$ cat src/rtl/dec_alloc_pkg.sv
`timescale 1ns/1ps
package dec_alloc_pkg;

    typedef enum logic [1:0] {
        CLS_SIMPLE = 2'b00,
        CLS_MULTI  = 2'b01,
        CLS_UCODE  = 2'b10,
        CLS_UCODE2 = 2'b11
    } uop_class_e;

    typedef enum logic {
        ST_GROUP = 1'b0,
        ST_UCODE = 1'b1
    } seq_state_e;

    localparam int CNT_W     = 3;
    localparam int MULTI_MIN = 2;
    localparam int MULTI_MAX = 4;

    function automatic logic [CNT_W-1:0] clamp_multi(input logic [CNT_W-1:0] f);
        if (int'(f) < MULTI_MIN)
            return CNT_W'(MULTI_MIN);
        else if (int'(f) > MULTI_MAX)
            return CNT_W'(MULTI_MAX);
        else
            return f;
    endfunction

endpackage

$ cat src/rtl/dec_group_former.sv
`timescale 1ns/1ps
module dec_group_former
    import dec_alloc_pkg::*;
#(
    parameter int NSLOT   = 3,
    parameter int UC_UOPS = 4,
    parameter int TK_W    = 2,
    parameter int SUM_W   = 3
) (
    input  logic                   enable,
    input  logic [NSLOT-1:0]       win_vld,
    input  logic [2*NSLOT-1:0]     win_cls,
    input  logic [CNT_W*NSLOT-1:0] win_uops,
    output logic [NSLOT-1:0]       fill,
    output logic                   lead_ucode,
    output logic [TK_W-1:0]        take,
    output logic [SUM_W-1:0]       grp_sum
);

    uop_class_e       lead_cls;
    logic [CNT_W-1:0] lead_uops;

    assign lead_cls   = uop_class_e'(win_cls[1:0]);
    assign fill[0]    = enable & win_vld[0];
    assign lead_ucode = fill[0] & win_cls[1];

    // restricted slots: chain on the previous slot, simple class only
    for (genvar k = 1; k < NSLOT; k++) begin : g_restricted
        assign fill[k] = fill[k-1] & ~lead_ucode & win_vld[k]
                       & (uop_class_e'(win_cls[2*k +: 2]) == CLS_SIMPLE);
    end

    always_comb begin
        take = '0;
        for (int k = 0; k < NSLOT; k++) begin
            take = take + TK_W'(fill[k]);
        end
    end

    always_comb begin
        if (lead_cls == CLS_MULTI)
            lead_uops = clamp_multi(win_uops[CNT_W-1:0]);
        else
            lead_uops = CNT_W'(1);
    end

    always_comb begin
        grp_sum = '0;
        if (lead_ucode) begin
            grp_sum = SUM_W'(UC_UOPS);
        end else if (fill[0]) begin
            grp_sum = SUM_W'(lead_uops);
            for (int k = 1; k < NSLOT; k++) begin
                grp_sum = grp_sum + SUM_W'(fill[k]);
            end
        end
    end

endmodule

$ cat src/rtl/dec_seq_fsm.sv
`timescale 1ns/1ps
module dec_seq_fsm
    import dec_alloc_pkg::*;
#(
    parameter int LEN_W = 4
) (
    input  logic             clk,
    input  logic             rst_n,
    input  logic             stall,
    input  logic             start,
    input  logic [LEN_W-1:0] start_len,
    output logic             busy
);

    seq_state_e       state_q, state_d;
    logic [LEN_W-1:0] remain_q, remain_d;

    always_ff @(posedge clk or negedge rst_n) begin
        if (!rst_n) begin
            state_q  <= ST_GROUP;
            remain_q <= '0;
        end else begin
            state_q  <= state_d;
            remain_q <= remain_d;
        end
    end

    always_comb begin
        state_d  = state_q;
        remain_d = remain_q;
        unique case (state_q)
            ST_GROUP: begin
                // GROUP_TO_UCODE when a long sequence is accepted
                if (!stall && start && (start_len > LEN_W'(1))) begin
                    state_d  = ST_UCODE;
                    remain_d = start_len - LEN_W'(1);
                end
            end
            ST_UCODE: begin
                if (!stall) begin
                    if (remain_q <= LEN_W'(1)) begin
                        state_d  = ST_GROUP;
                        remain_d = '0;
                    end else begin
                        remain_d = remain_q - LEN_W'(1);
                    end
                end
            end
            default: begin
                state_d  = ST_GROUP;
                remain_d = '0;
            end
        endcase
    end

    always_comb begin
        busy = (state_q == ST_UCODE);
    end

endmodule

$ cat src/rtl/dec_out_stage.sv
`timescale 1ns/1ps
module dec_out_stage #(
    parameter int NSLOT   = 3,
    parameter int TAG_W   = 6,
    parameter int UC_UOPS = 4,
    parameter int SUM_W   = 3
) (
    input  logic                   clk,
    input  logic                   rst_n,
    input  logic                   stall,
    input  logic                   busy,
    input  logic [NSLOT-1:0]       fill,
    input  logic [TAG_W*NSLOT-1:0] win_tag,
    input  logic [SUM_W-1:0]       grp_sum,
    output logic [NSLOT-1:0]       slot_vld,
    output logic [TAG_W*NSLOT-1:0] slot_tag,
    output logic [SUM_W-1:0]       uop_sum
);

    always_ff @(posedge clk or negedge rst_n) begin
        if (!rst_n) begin
            slot_vld <= '0;
            uop_sum  <= '0;
        end else if (stall) begin
            slot_vld <= '0;
            uop_sum  <= '0;
        end else if (busy) begin
            slot_vld <= NSLOT'(1);
            uop_sum  <= SUM_W'(UC_UOPS);
        end else begin
            slot_vld <= fill;
            uop_sum  <= grp_sum;
        end
    end

    for (genvar k = 0; k < NSLOT; k++) begin : g_tag
        always_ff @(posedge clk or negedge rst_n) begin
            if (!rst_n)
                slot_tag[TAG_W*k +: TAG_W] <= '0;
            else if (!stall && !busy && fill[k])
                slot_tag[TAG_W*k +: TAG_W] <= win_tag[TAG_W*k +: TAG_W];
        end
    end

endmodule

$ cat src/rtl/dec_alloc3.sv
`timescale 1ns/1ps
module dec_alloc3
    import dec_alloc_pkg::*;
#(
    parameter  int NSLOT   = 3,
    parameter  int TAG_W   = 6,
    parameter  int LEN_W   = 4,
    parameter  int UC_UOPS = 4,
    localparam int GRPMAX  = MULTI_MAX + NSLOT - 1,
    localparam int MAXSUM  = (GRPMAX > UC_UOPS) ? GRPMAX : UC_UOPS,
    localparam int SUM_W   = $clog2(MAXSUM + 1),
    localparam int TK_W    = $clog2(NSLOT + 1)
) (
    input  logic                   clk,
    input  logic                   rst_n,
    input  logic                   stall,
    input  logic [NSLOT-1:0]       win_vld,
    input  logic [2*NSLOT-1:0]     win_cls,
    input  logic [CNT_W*NSLOT-1:0] win_uops,
    input  logic [LEN_W*NSLOT-1:0] win_len,
    input  logic [TAG_W*NSLOT-1:0] win_tag,
    output logic                   in_ready,
    output logic [TK_W-1:0]        win_take,
    output logic [NSLOT-1:0]       slot_vld,
    output logic [TAG_W*NSLOT-1:0] slot_tag,
    output logic [SUM_W-1:0]       uop_sum
);

    logic             busy;
    logic [NSLOT-1:0] fill;
    logic             lead_ucode;
    logic [SUM_W-1:0] grp_sum;

    assign in_ready = ~stall & ~busy;

    dec_group_former #(
        .NSLOT  (NSLOT),
        .UC_UOPS(UC_UOPS),
        .TK_W   (TK_W),
        .SUM_W  (SUM_W)
    ) u_former (
        .enable    (in_ready),
        .win_vld   (win_vld),
        .win_cls   (win_cls),
        .win_uops  (win_uops),
        .fill      (fill),
        .lead_ucode(lead_ucode),
        .take      (win_take),
        .grp_sum   (grp_sum)
    );

    dec_seq_fsm #(
        .LEN_W(LEN_W)
    ) u_fsm (
        .clk      (clk),
        .rst_n    (rst_n),
        .stall    (stall),
        .start    (lead_ucode),
        .start_len(win_len[LEN_W-1:0]),
        .busy     (busy)
    );

    dec_out_stage #(
        .NSLOT  (NSLOT),
        .TAG_W  (TAG_W),
        .UC_UOPS(UC_UOPS),
        .SUM_W  (SUM_W)
    ) u_out (
        .clk     (clk),
        .rst_n   (rst_n),
        .stall   (stall),
        .busy    (busy),
        .fill    (fill),
        .win_tag (win_tag),
        .grp_sum (grp_sum),
        .slot_vld(slot_vld),
        .slot_tag(slot_tag),
        .uop_sum (uop_sum)
    );

endmodule

$ cat config.mk
export PLATFORM = sky130hd
export DESIGN_NAME = dec_alloc3
export DESIGN_NICKNAME = d
export VERILOG_FILES = /design/src/rtl/dec_alloc_pkg.sv /design/src/rtl/dec_group_former.sv /design/src/rtl/dec_seq_fsm.sv /design/src/rtl/dec_out_stage.sv /design/src/rtl/dec_alloc3.sv
export SDC_FILE = /design/constraint.sdc
export NUM_CORES = 1
export LEC_CHECK = 0
export BUFFER_PORTS_ARGS = -buffer_cell sky130_fd_sc_hd__buf_2
export CAP_MARGIN = 20
export CORE_MARGIN = 4
export CORE_UTILIZATION = 40
export CTS_CLUSTER_SIZE = 40
export DETAILED_ROUTE_END_ITERATION = 7
export PLACE_DENSITY = 0.76
export SETUP_SLACK_MARGIN = 0.1
export SLEW_MARGIN = 20
export SYNTH_ARGS = -nofsm -noshare
export SYNTH_HDL_FRONTEND = slang
export SYNTH_SLANG_ARGS = --single-unit
$ cat constraint.sdc
create_clock -name clk -period 2.7 [get_ports clk]
set_input_delay 0.54 -clock clk [delete_from_list [all_inputs] [get_ports clk]]
set_output_delay 0.54 -clock clk [all_outputs]
set_load 0.05 [all_outputs]
# Word-level counts from Yosys, hierarchy flattened
# Cells that the tools add are included.
op_classes:
  add_sub_neg: 6
  magnitude_cmp: 4
  n_eq_ne: 3
  n_mux: 17
  bitwise_logic: 12
  reduce_logical: 11
ops:
  columns: ["op", "count"]
  rows:
  - ["3-bit two-way mux", 9]
  - ["4-bit two-way mux", 3]
  - ["1-bit bitwise AND", 9]
  - ["4-bit one-hot mux with 2 select lines", 1]
  - ["4-bit by 1-bit subtractor with 4-bit output, second input constant", 2]
  - ["3-bit by 1-bit adder with 3-bit output", 2]
  - ["1-bit logical AND", 6]
  - ["4-bit by 1-bit > comparator with 1-bit output, second input constant", 1]
  - ["4-bit by 1-bit less-or-equal comparator with 1-bit output, second input constant", 1]
  - ["2-bit zero test", 2]
  - ["3-bit > comparator, second input constant", 1]
  - ["3-bit by 2-bit less-than comparator with 1-bit output, second input constant", 1]
  - ["1-bit two-way mux", 3]
  - ["1-bit NOT", 3]
  - ["1-bit by 1-bit adder with 2-bit output", 1]
  - ["2-bit by 1-bit adder with 2-bit output", 1]
  - ["2-bit by 1-bit == test with 1-bit output, second input constant", 1]
  - ["1-bit zero test", 2]
  - ["2-bit by 1-bit inequality test with 1-bit output, second input constant", 1]
  - ["2-bit inequality test, second input constant", 1]
  - ["1-bit one-hot mux with 2 select lines", 1]
  - ["2-bit AND reduction", 1]
word_totals:
  ff_bits: 29
  inputBits: 51
  out_inout_bits: 27

# Depth between registers and ports, before layout
# Gate-level depths: netlist of the first run.
logic_depth:
  ltp_word: 16
  ltp_mapped: 10
  depth_no_buf: 10

# By module
# From an unflattened synthesis of the first run, not the netlist that was laid out.
unflattened:
  hier_cells: 120
  hier_area_um2: 1537.7
modules_own_cells:
  columns: ["mod", "n_inst", "cells_per_inst", "area_each_um2", "seq_area_each_um2"]
  rows:
  - ["dec_out_stage", 1, 53, 912.1, 600.6]
  - ["dec_seq_fsm", 1, 42, 417.9, 125.1]
  - ["dec_group_former", 1, 24, 203.9, 0.0]
  - ["dec_alloc3", 1, 1, 3.8, 0.0]

# Least setup slack after synthesis of the first run
# No wires, ideal clock.
synth_path:
  kind: "input -> output"
  start: "input port stall"
  end: "output port win_take[1]"
  arrival_time_ns: 2.328
  slack_ns: -0.168
  cell_stages: 7
  cell_sequence: "or3b_4 > nor4_4 > nand3_4 > inv_6 > nor2_1 > ha_1 > or2b_1"
synth_via:
  elab_chain_len: 12
  word_cells_on_any_way: 13
synth_rtl:
  columns: ["item", "line_no", "rtl"]
  rows:
  - ["start: declaration", "dec_alloc3.sv:16", "input logic stall,"]
  - ["1-bit NOT *", "dec_alloc3.sv:34", "assign in_ready = ~stall & ~busy;"]
  - ["1-bit bitwise AND *", "dec_alloc3.sv:34", null]
  - ["1-bit bitwise AND *", "dec_group_former.sv:24", "assign fill[0] = enable & win_vld[0];"]
  - ["1-bit bitwise AND", "dec_group_former.sv:25", "assign lead_ucode = fill[0] & win_cls[1];"]
  - ["1-bit NOT", "dec_group_former.sv:29", "assign fill[k] = fill[k-1] & ~lead_ucode & win_vld[k]"]
  - ["1-bit bitwise AND (2 in series)", "dec_group_former.sv:29", null]
  - ["1-bit bitwise AND", "dec_group_former.sv:30", "& (uop_class_e'(win_cls[2*k +: 2]) == CLS_SIMPLE);"]
  - ["1-bit bitwise AND (2 in series)", "dec_group_former.sv:29", null]
  - ["1-bit bitwise AND", "dec_group_former.sv:30", null]
  - ["2-bit by 1-bit adder with 2-bit output *", "dec_group_former.sv:36", "take = take + TK_W'(fill[k]);"]
  - ["end: declaration", "dec_alloc3.sv:23", "output logic [TK_W-1:0] win_take,"]
# Mark *: on every way between the ends. The rest lies on a longest branch, timed or not.

# Final worst setup path of the first run
layout_path:
  start: "register u_fsm.state_q, in the netlist u_fsm.busy"
  end: "output port win_take[1]"
layout_via:
  elab_chain_len: 12
  word_cells_on_any_way: 13
layout_rtl:
  columns: ["item", "line_no", "rtl"]
  rows:
  - ["start: declaration", "dec_seq_fsm.sv:15", "seq_state_e state_q, state_d;"]
  - ["start signal: assignment", "dec_seq_fsm.sv:23", "state_q <= state_d;"]
  - ["1-bit NOT *", null, null]
  - ["1-bit bitwise AND *", "dec_alloc3.sv:34", null]
  - ["1-bit bitwise AND *", "dec_group_former.sv:24", null]
  - ["1-bit bitwise AND", "dec_group_former.sv:25", null]
  - ["1-bit NOT", "dec_group_former.sv:29", null]
  - ["1-bit bitwise AND (2 in series)", "dec_group_former.sv:29", null]
  - ["1-bit bitwise AND", "dec_group_former.sv:30", null]
  - ["1-bit bitwise AND (2 in series)", "dec_group_former.sv:29", null]
  - ["1-bit bitwise AND", "dec_group_former.sv:30", null]
  - ["2-bit by 1-bit adder with 2-bit output *", "dec_group_former.sv:36", null]
# Marks and branches as above.

==> impl_results.md, run 1 <==
* Outcome: finished with violations
* Failing checks: negative setup slack
* Syn nets at 170
* WL/cell at roughly 14 um
* Fill cell count at around 280
* Nets at 250
* Mapped Area at 1430 um2
* Ant. Diodes at 0
* DR vias/cell at 4.90
* Max-slew violation count at 0
* Die span in x at approximately 68 um
* Synth Flop Type: dfrtp_1
* Worst Hold Class: primary input to asynchronous set/reset pin
* Required time of the worst setup path at 2.16 ns
* Post-synth ARST share at 1.00
* Fmax achieved at roughly 350 MHz
* Initial Util at 0.423
* Largest net degree at the start of global routing at 30
* I/O Pins at 78
* Final hold vios at 0
* Initial DRC count at 31
* PwrDens at between 800 and 900 nW/um2
* Post-synth cell types at 33
* Chip Height at roughly 68 um
* DRC Markers at 0
* Lkg Pwr at slightly above 0.001 uW
* Main area contributors after synthesis: dfrtp_1 51%, mux2_2 12%, mux2_4 6.3%, ha_1 6.1%, nor2_1 1.8%
* Pre-CTS setup slack at -0.168 ns
* Total of max-cap violations at 0
* First-pass GRT wire length at approximately 5.4 mm
* FF+latch count, synth at 29
* Startpoint Class: register
* Area leader, netlist: dfrtp_1
* I/O Buffers at 63
* Die area at around 4600 um2
* Unrepaired setup endpoints after global routing: true
* Core area at approximately 3400 um2
* Reg2reg end: u_out.uop_sum[1]
* Worst path depth at 8
* PnR worst setup slack at -0.139 ns
* Seq/Total Area, Yosys at 0.506
* DR pass1 iterations at 4
* Slew headroom at 0.577
* CP arrival at 2.30 ns
* Clock Latency Late Sink at 0.31 ns
* Final ANT Viol Nets at 0
* Post-route minimum period at roughly 2.8 ns
* Commonest non-fill, non-tap cells in the layout: 61 x buf_2, 29 x dfrtp_1, 15 x mux2_2, 12 x buf_4
* Initial antenna violation count at 0
* Final worst path period share at 1.05
* # clock sinks at 29
* CP endpoint: win_take[1]
* FF-to-FF path depth at 9
* Post-synth EDFFs at 0
* H-Tree Depth at 2
* Crit path max-delay family: simple AND/OR/NAND/NOR gates
* Gr ovfl total at 0
* Post-synth top area share at 0.506
* Syn. warnings at 0
* CP max stage delay at just over 0.4 ns
* CP startpoint: u_fsm.busy
* Worst reg2reg setup slack at 0.13 ns
* Slew @ Worst Pin at roughly 0.63 ns
* Area Overhead vs Synth at 39.0%
* # setup viols final at 1
* Synthesized instance count at roughly 110
* Clk root buf: clkbuf_4
* Vias in the first global route at approximately 1.2k
* Critical path capture point type: primary output
* Gpl congestion at 0.785
* Layout cells sized above 1 at 0.585
* Clock skew at ~0.0046 ns
* Reg2reg start: u_fsm.busy
* Fin cells at about 240
* Standard-cell rows at 21
* Setup TNS at -0.139 ns
* Critical path fanouts, max at 2
* Syn Area/Cell at 12.8 um2
* Reg clk slew, reported paths at 0.09 ns
* CP Buf/Inv Count at 2
* Detailed placement HPWL at ~2.6 mm
* Max Root-Sink Buffers at 2
* CTS tree: done
* Slowest cell on crit path: nor4_4
* Peak supply drop at 0.500 mV
* Final WL at around 3.4 mm
* Dpl cells at about 230
* CTS buffer count at 5
* GR Util All Layers at 0.158
* Commonest non-fill, non-tap cell in the layout: buf_2
* Vias at approximately 1.2k
* Worst Setup Path Type: register to primary output
* Crit-path cells: or3b_4, nor4_4, nand3_4, clkinv_4, nor2_4, ha_4, or2b_4, buf_6
-- repair_timing --
action,4_1_cts,5_1_grt
setup endpoints to repair,2,4
pin swaps,3,3
gates resized for setup,8,3
hold buffers,0,0
buffers inserted,3,2
endpoints found under the hold margin,0,0
-- state kept, by name, indices dropped and copies added, names as in the netlist --
register        count
u_out.uop_sum       3
u_out.slot_vld      3
u_fsm.busy          1
u_out.slot_tag     18
u_fsm.remain_q      4
-- cells in the mapped netlist (2+ instances only) --
cell type	number
inv_1	6
nand2_1	2
mux2_4	6
mux2_2	15
nand2b_1	2
ha_1	7
o311ai_0	2
nor2_1	7
nor2b_1	3
o21ai_0	5
nor3_1	2
dfrtp_1	29
xnor2_1	3
clkbuf_1	2
nor3b_1	3
-- kinds of logic after synthesis --
group,after synthesis,share of synthesized area
buf+inv,9,0.0271
simple gates,26,0.122
mux,21,0.181
flops,29,0.506
compound gates,16,0.0785
xor+xnor,4,0.0244
fa+ha+maj,7,0.0611
-- final cells by class --
cell class	instances	area, um2	share of cell area
clock inverter	2	10.0	0.00502
multi-input combinational	74	706	0.354
tap	46	57.6	0.0289
inverter	7	31.3	0.0157
sequential	29	726	0.364
timing repair buffer	75	422	0.212
clock buffer	6	41.3	0.0207
-- worst min path at each step --
stage	slack (ns)	endpoint	startpoint	cells past startpoint
floorplan	0.24	u_fsm.busy	rst_n	0
global placement	0.48	u_out.slot_tag[4]	u_out.slot_tag[4]	1
detailed placement	0.49	u_out.slot_tag[16]	u_out.slot_tag[16]	1
CTS	0.25	u_out.slot_tag[10]	rst_n	1
global route	0.27	u_out.slot_tag[10]	rst_n	1
finish	0.24	u_out.slot_tag[10]	rst_n	1
-- routing by layer --
layer	share of wire	track usage	vias to the layer above
met1	0.38	0.166	556
met5	0	0	-
met2	0.54	0.294	43
met4	0.020	0.0720	0
met3	0.056	0.0378	6
li1	-	-	566
-- stage by stage --
step                hold slack, ns  cell area (um2)   util  total power (uW)
floorplan                    0.244             1440      -              1230
global placement             0.485             1860  0.549              1400
detailed placement           0.492             1860  0.549              1450
CTS                          0.252             1970  0.581              1710
global route                 0.266             1990  0.588              1810
finish                       0.237             1990  0.588              1700
-- where the power goes --
part / leakage (uW) / internal [uW] / total (uW) / switching, uW
sequential: 0.000372 / 553 / 639 / 86.0
clock: 0.0000320 / 99.1 / 243 / 144
combinational: 0.000635 / 291 / 821 / 530
Note: power is estimated with default switching activity, not from simulation.
==> run 2: changes to the inputs <==
CORE_ASPECT_RATIO = 2   (was not set)
SLEW_MARGIN = not set   (was 20)
==> run 2 against run 1 <==
The flow now finishes without violations. Die area increased by 1.3%. Global-route usage hardly changed. Flip-flop and latch count is the same. Worst setup slack improved by 0.14 ns. Core utilization up 1.7 points. Register-to-register slack about the same. Worst hold slack gained 0.044 ns. Via count is 0.60% higher. Wire length increased by 2.0%. Maximum frequency is 5.3% higher. Critical path type unchanged.
==> impl_results.md, run 2 (synthesis results as in run 1) <==
* Outcome: finished clean
* Detailed placement HPWL at 2.79 mm (+8.4%)
* Required time of the worst setup path at 2.16 ns (about the same)
* Cell area after layout at 2070 um2 (+3.7%)
* Initial antenna violation count at 0 (unchanged)
* Reg2reg end: u_out.uop_sum[2]
* Commonest non-fill, non-tap cells in the layout: 60 x buf_2, 29 x dfrtp_1, 15 x mux2_2, 10 x buf_4
* Ant. Diodes at 0 (unchanged)
* GRT busiest layer: met2
* Die area at 4660 um2 (+1.3%)
* Gpl congestion at 0.796 (+1.4%)
* CP max stage delay at 0.39 ns (-0.02 ns)
* Clk root buf: clkbuf_8
* # clock sinks at 29 (unchanged)
* Standard-cell rows at 30 (+43%)
* Fmax achieved at 371 MHz (+5.3%)
* Final worst path period share at 0.998 (-0.0534)
* Die span in x at 50.3 um (-26%)
* Largest regs: u_out.slot_tag (18), u_fsm.remain_q (4)
* Total of max-cap violations at 0 (unchanged)
* GR Util All Layers at 0.158 (about the same)
* Worst Hold Class: primary input to asynchronous set/reset pin
* WL/cell at 14.5 um (+1.5%)
* Slew headroom at 0.579 (+0.00165)
* Max-slew violation count at 0 (unchanged)
* Slew @ Worst Pin at 0.631 ns (-0.00248 ns)
* # setup viols final at 0 (-1)
* Slowest cell on crit path: or3b_4
* Met3 Use GR at 0.0322 (-0.00556)
* GR Util met1 at 0.163 (-0.00348)
* FF-to-FF path depth at 12 (+3)
* Final Util at 0.605 (+0.0171)
* First-pass GRT wire length at 5.58 mm (+3.1%)
* Met2 Usage GRT at 0.291 (-0.00256)
* Final total power at 1920 uW (+13%)
* Number of flip-flops in the largest register at 18 (unchanged)
* Startpoint Class: register
* Post-DP Area at 1870 um2 (+0.54%)
* Core area at 3420 um2 (+0.78%)
* Initial Util at 0.420 (-0.00325)
* Setup TNS at 0 ns (+0.139 ns)
* Worst reg2reg setup slack at 0.13 ns (about the same)
* CTS tree: done
* Largest net degree at the start of global routing at 30 (unchanged)
* DR vias/cell at 4.91 (+0.18%)
* I/O Pins at 78 (unchanged)
* Final WL at 3.48 mm (+2.0%)
* Vias in the first global route at 1217 (unchanged)
* Crit-path cells: or3b_4, nor4_4, nand3_4, clkinv_4, nor2_4, ha_4, or2b_4, buf_8
* Register Area at 726 um2 (unchanged)
* Fill cell count at 286 (+3.2%)
* Final ANT Viol Nets at 0 (unchanged)
* Top reg by flops: u_out.slot_tag
* Gr ovfl total at 0 (unchanged)
* Hold_buf cts at 0 (unchanged)
* Layout cells sized above 1 at 0.583 (-0.00216)
* Initial DRC count at 13 (-58%)
* PwrDens at 928 nW/um2 (+8.6%)
* DRC Markers at 0 (unchanged)
* Commonest non-fill, non-tap cell in the layout: buf_2
* Unrepaired setup endpoints after global routing: true
* H-Tree Depth at 2 (unchanged)
* Final hold vios at 0 (unchanged)
* Clock Latency Late Sink at 0.27 ns (-0.04 ns)
* Lkg Pwr at 0.00107 uW (+2.5%)
* DR pass1 iterations at 4 (unchanged)
* CP arrival at 2.16 ns (-0.14 ns)
* Vias at 1178 (+0.60%)
* Reg clk slew, reported paths at 0.06 ns (-0.03 ns)
* Critical path fanouts, max at 2 (unchanged)
* Chip Height at 92.7 um (+37%)
* Reg2reg start: u_fsm.busy
* Post-route minimum period at 2.70 ns (-0.144 ns)
* CTS buffer count at 5 (unchanged)
* WHS at 0.281 ns (+0.0444 ns)
* Clock skew at 0.00235 ns (-0.00221 ns)
* Peak supply drop at 0.701 mV (+40%)
* Multi-input gate area at 706 um2 (unchanged)
* Nets at 249 (-0.40%)
* I/O Buffers at 63 (unchanged)
* Worst Setup Path Type: register to primary output
* Max Root-Sink Buffers at 2 (unchanged)
* Area Overhead vs Synth at 44.2%
* Critical path capture point type: primary output
## run 2: cell types whose count changed in the layout (fill, tap and decap cells not counted)
cell       before  now
clkinv_2        2    0
buf_2          61   60
clkbuf_8        0    6
bufinv_16       0    1
buf_8           1    2
buf_6           1    2
clkbuf_4        5    0
buf_4          12   10
## run 2: metal layers
metal / vias to the layer above / wire length [um]
met4: 0 / 77
met5: - / 0
met1: 563 / 1130
met3: 7 / 250
met2: 50 / 2030
li1: 558 / -
## run 2: how the worst max path moves through the flow
| stage | end | depth (start not counted) | start |
|---|---|---|---|
| 6_report | win_take[1] | 8 | u_fsm.busy |
| 5_1_grt | win_take[1] | 8 | u_fsm.busy |
| 4_1_cts | win_take[1] | 8 | u_fsm.busy |
| 3_5_place_dp | win_take[1] | 9 | stall |
| 3_3_place_gp | u_out.uop_sum[2] | 12 | stall |
| 2_1_floorplan | win_take[0] | 6 | stall |
## run 2: critical path: cells and delay by family, from the launching register on
kind | cells | cell delay (ns)
buffers and inverters | 2 | 0.23
adder cells (fa/ha/maj) | 1 | 0.14
flip-flops | 1 | 0.38
AND/OR/NAND/NOR | 5 | 1.12
## run 2: layout make-up
class	instances	area share
timing repair buffer	74	0.207
multi-input combinational	74	0.341
inverter	7	0.0151
tap	48	0.0291
clock buffer	7	0.0418
sequential	29	0.351
clock inverter	1	0.0145
## run 2: stage by stage
stage,cells,setup slack (ns)
global placement,229,-0.0729
CTS,238,-0.0241
detailed placement,229,-0.0704
global route,240,-0.0861
floorplan,112,-0.150
finish,240,0.00499
## run 2: power breakdown
part	leakage (uW)	switching [uW]	internal [uW]
registers	0.000372	86.7	554
logic	0.000635	538	282
clock network	0.0000585	157	300
## run 2: repair_timing
item | 4_1_cts | 5_1_grt
buffers inserted | 1 | 2
pin swaps | 3 | 2
setup endpoints to repair | 2 | 3
hold endpoints to repair | 0 | 0
resized for setup | 10 | 4
gates cloned | 0 | 0
==> run 3: changes to the inputs <==
GPL_TIMING_DRIVEN = 0   (was not set)
PLACE_DENSITY = 0.74   (was 0.76)
SYNTH_HIERARCHICAL = 1   (was not set)
==> run 3 against run 2 <==
Clock power fell by 29%. Synthesized area is 7.2% higher. Worst hold slack lost 0.0041 ns. Largest cell class is now multi-input combinational cells. Largest power group unchanged.
==> impl_results.md, run 3 <==
* Nets at 248 (-0.40%)
* Final worst path period share at 0.923 (-0.0755)
* DR vias/cell at 4.80 (-2.2%)
* Die area at 4960 um2 (+6.3%)
* Final WL at 3.05 mm (-12%)
* Number of flip-flops in the largest register at 18 (unchanged)
* Initial DRC count at 3 (-10)
* PwrDens at 879 nW/um2 (-5.3%)
* # clock sinks at 29 (unchanged)
* Post-synth top area share at 0.472 (-0.0342)
* Clock Latency Late Sink at 0.27 ns (about the same)
* Hold_buf cts at 0 (unchanged)
* Max-slew violation count at 0 (unchanged)
* Synthesized instance count at 120 (+7.1%)
* CP arrival at 1.95 ns (-0.21 ns)
* CTS buffer count at 5 (unchanged)
* # setup viols final at 0 (unchanged)
* Commonest non-fill, non-tap cells in the layout: 63 x buf_2, 28 x dfrtp_1, 18 x mux2_2
* Vias at 1152 (-2.2%)
* Seq/Total Area, Yosys at 0.472 (-0.0342)
* Area Overhead vs Synth at 30.4%
* Unrepaired setup endpoints after global routing: false
* Final total power at 1760 uW (-8.1%)
* Final ANT Viol Nets at 0 (unchanged)
* Gpl congestion at 0.698 (-12%)
* Startpoint Class: register
* Area leader, netlist: dfrtp_1
* Main area contributors after synthesis: dfrtp_1 47%, mux2_2 13%, ha_1 5.7%, nor3b_4 3.7%, buf_6 2.2%
* Clock skew at 0.00475 ns (+0.00240 ns)
* DR pass1 iterations at 4 (unchanged)
* Final Util at 0.544 (-0.0608)
* First-pass GRT wire length at 5.02 mm (-10%)
* Required time of the worst setup path at 2.16 ns (about the same)
* Peak supply drop at 0.559 mV (-20%)
* DRC Markers at 0 (unchanged)
* Synth Flop Type: dfrtp_1
* Setup TNS at 0 ns (unchanged)
* Slew @ Worst Pin at 0.610 ns (-0.0210 ns)
* Chip Height at 95.7 um (+3.3%)
* Worst reg2reg setup slack at 0.49 ns (+0.36 ns)
* FF+latch count, synth at 29 (unchanged)
* Initial antenna violation count at 0 (unchanged)
* Fin cells at 240 (unchanged)
* Post-cts resize count at 0 (-10)
* Worst Setup Path Type: register to primary output
* Fill cell count at 345 (+21%)
* Final hold vios at 0 (unchanged)
* Largest regs: u_out/slot_tag (18), u_fsm/remain_q (4)
* Standard-cell rows at 31 (+3.3%)
* Largest net degree at the start of global routing at 30 (unchanged)
* Layout cells sized above 1 at 0.565 (-0.0179)
* Post-synth EDFFs at 0 (unchanged)
* Mapped Area at 1540 um2 (+7.2%)
* Critical path fanouts, max at 5 (+3)
* Commonest non-fill, non-tap cell in the layout: buf_2
* WHS at 0.277 ns (-0.00406 ns)
* Core area at 3680 um2 (+7.9%)
* Initial Util at 0.417 (-0.00246)
* GR Util All Layers at 0.135 (-0.0230)
* Detailed placement HPWL at 2.56 mm (-8.2%)
* Vias in the first global route at 1175 (-3.5%)
* Reg2reg start: u_fsm/busy
* I/O Buffers at 63 (unchanged)
* Ant. Diodes at 0 (unchanged)
* Outcome: finished clean
* I/O Pins at 78 (unchanged)
* Top reg by flops: u_out/slot_tag
* Lkg Pwr at 0.00105 uW (-1.4%)
* Total of max-cap violations at 0 (unchanged)
* Clk root buf: clkbuf_8
* H-Tree Depth at 2 (unchanged)
* CTS tree: done
* Synth top cells by count: 29 x dfrtp_1, 18 x mux2_2, 8 x nor2_1
* Syn. warnings at 6 (+6)
* Syn Area/Cell at 12.8 um2 (about the same)
* Reg2reg end: u_out/uop_sum[2]
* Max Root-Sink Buffers at 2 (unchanged)
* Dpl cells at 232 (+1.3%)
* Post-synth cell types at 36 (+9.1%)
* Top-count cell post-synth: dfrtp_1
* Reg clk slew, reported paths at 0.06 ns (about the same)
* Fmax achieved at 401 MHz (+8.2%)
* FF-to-FF path depth at 11 (-1)
* Post-synth ARST share at 1.00 (unchanged)
* Worst Hold Class: primary input to asynchronous set/reset pin
* Gr ovfl total at 0 (unchanged)
* Slew headroom at 0.593 (+0.0140)
* Post-route minimum period at 2.49 ns (-0.204 ns)
* Die span in x at 51.8 um (+3.0%)
* Syn nets at 178 (+4.7%)
* Critical path capture point type: primary output
* WL/cell at 12.7 um (-12%)
* Post-CTS Setup Repair Bufs at 0 (-1)
-- run 3: cell count changes in the layout (fill, tap and decap cells not counted), sizes merged, moves of 3 or more --
cell   before  now
and2        1    4
buf        74   66
mux2       21   18
nor3b       3    6
-- run 3: per-stage QoR --
| step | setup slack (ns) | area (um2) |
|---|---|---|
| final | 0.209 | 2010 |
| after global routing | 0.110 | 2010 |
| after CTS | 0.154 | 2000 |
| after detailed placement | 0.274 | 1920 |
| after global placement | 0.291 | 1920 |
| after floorplan | 0.228 | 1550 |
-- run 3: critical path, cell delays in order, from the launching register on --
cell     delay, ns
dfrtp_2       0.46
nor2_4        0.14
and3b_2       0.24
nand4_4       0.14
and2_4        0.18
ha_1          0.25
buf_2         0.25
-- run 3: final cells by class --
| type | count | area (um2) | area share |
|---|---|---|---|
| multi-input cells | 81 | 759 | 0.379 |
| clock inverters | 2 | 10.0 | 0.00499 |
| clock buffers | 6 | 72.6 | 0.0362 |
| flip-flops and latches | 29 | 727 | 0.362 |
| plain buffers | 3 | 33.8 | 0.0168 |
| well taps | 49 | 61.3 | 0.0306 |
| inverters | 7 | 26.3 | 0.0131 |
| repair buffers | 63 | 315 | 0.157 |
-- run 3: how the worst max path moves through the flow --
stage          startpoint           to  slack, ns  depth (start not counted)
4_1_cts        u_fsm/busy  win_take[0]       0.15                          6
3_3_place_gp        stall  win_take[0]       0.29                          7
2_1_floorplan       stall  win_take[0]       0.23                          5
3_5_place_dp        stall  win_take[0]       0.27                          7
6_report       u_fsm/busy  win_take[0]       0.21                          6
5_1_grt        u_fsm/busy  win_take[1]       0.11                          7
-- run 3: kinds of logic after synthesis --
family	after synthesis	synth area share
multiplexers	18	0.132
AO/OA/AOI/OAI	18	0.112
AND/OR/NAND/NOR	34	0.165
flip-flops	29	0.472
XOR/XNOR	4	0.0228
adder cells (fa/ha/maj)	7	0.0570
buffers and inverters	10	0.0391
-- run 3: power by group --
part	internal [uW]	leakage [uW]	switching, uW
combinational	280	0.000625	525
sequential	546	0.000380	86.3
clock	178	0.0000450	148
total	1000	0.00105	759
-- run 3: routing by layer --
metal | vias up | global-route usage | share of wire
met5 | - | 0 | 0
met4 | 0 | 0.0525 | 0.012
met3 | 5 | 0.0282 | 0.059
met2 | 45 | 0.265 | 0.60
met1 | 537 | 0.128 | 0.33
li1 | 565 | - | -
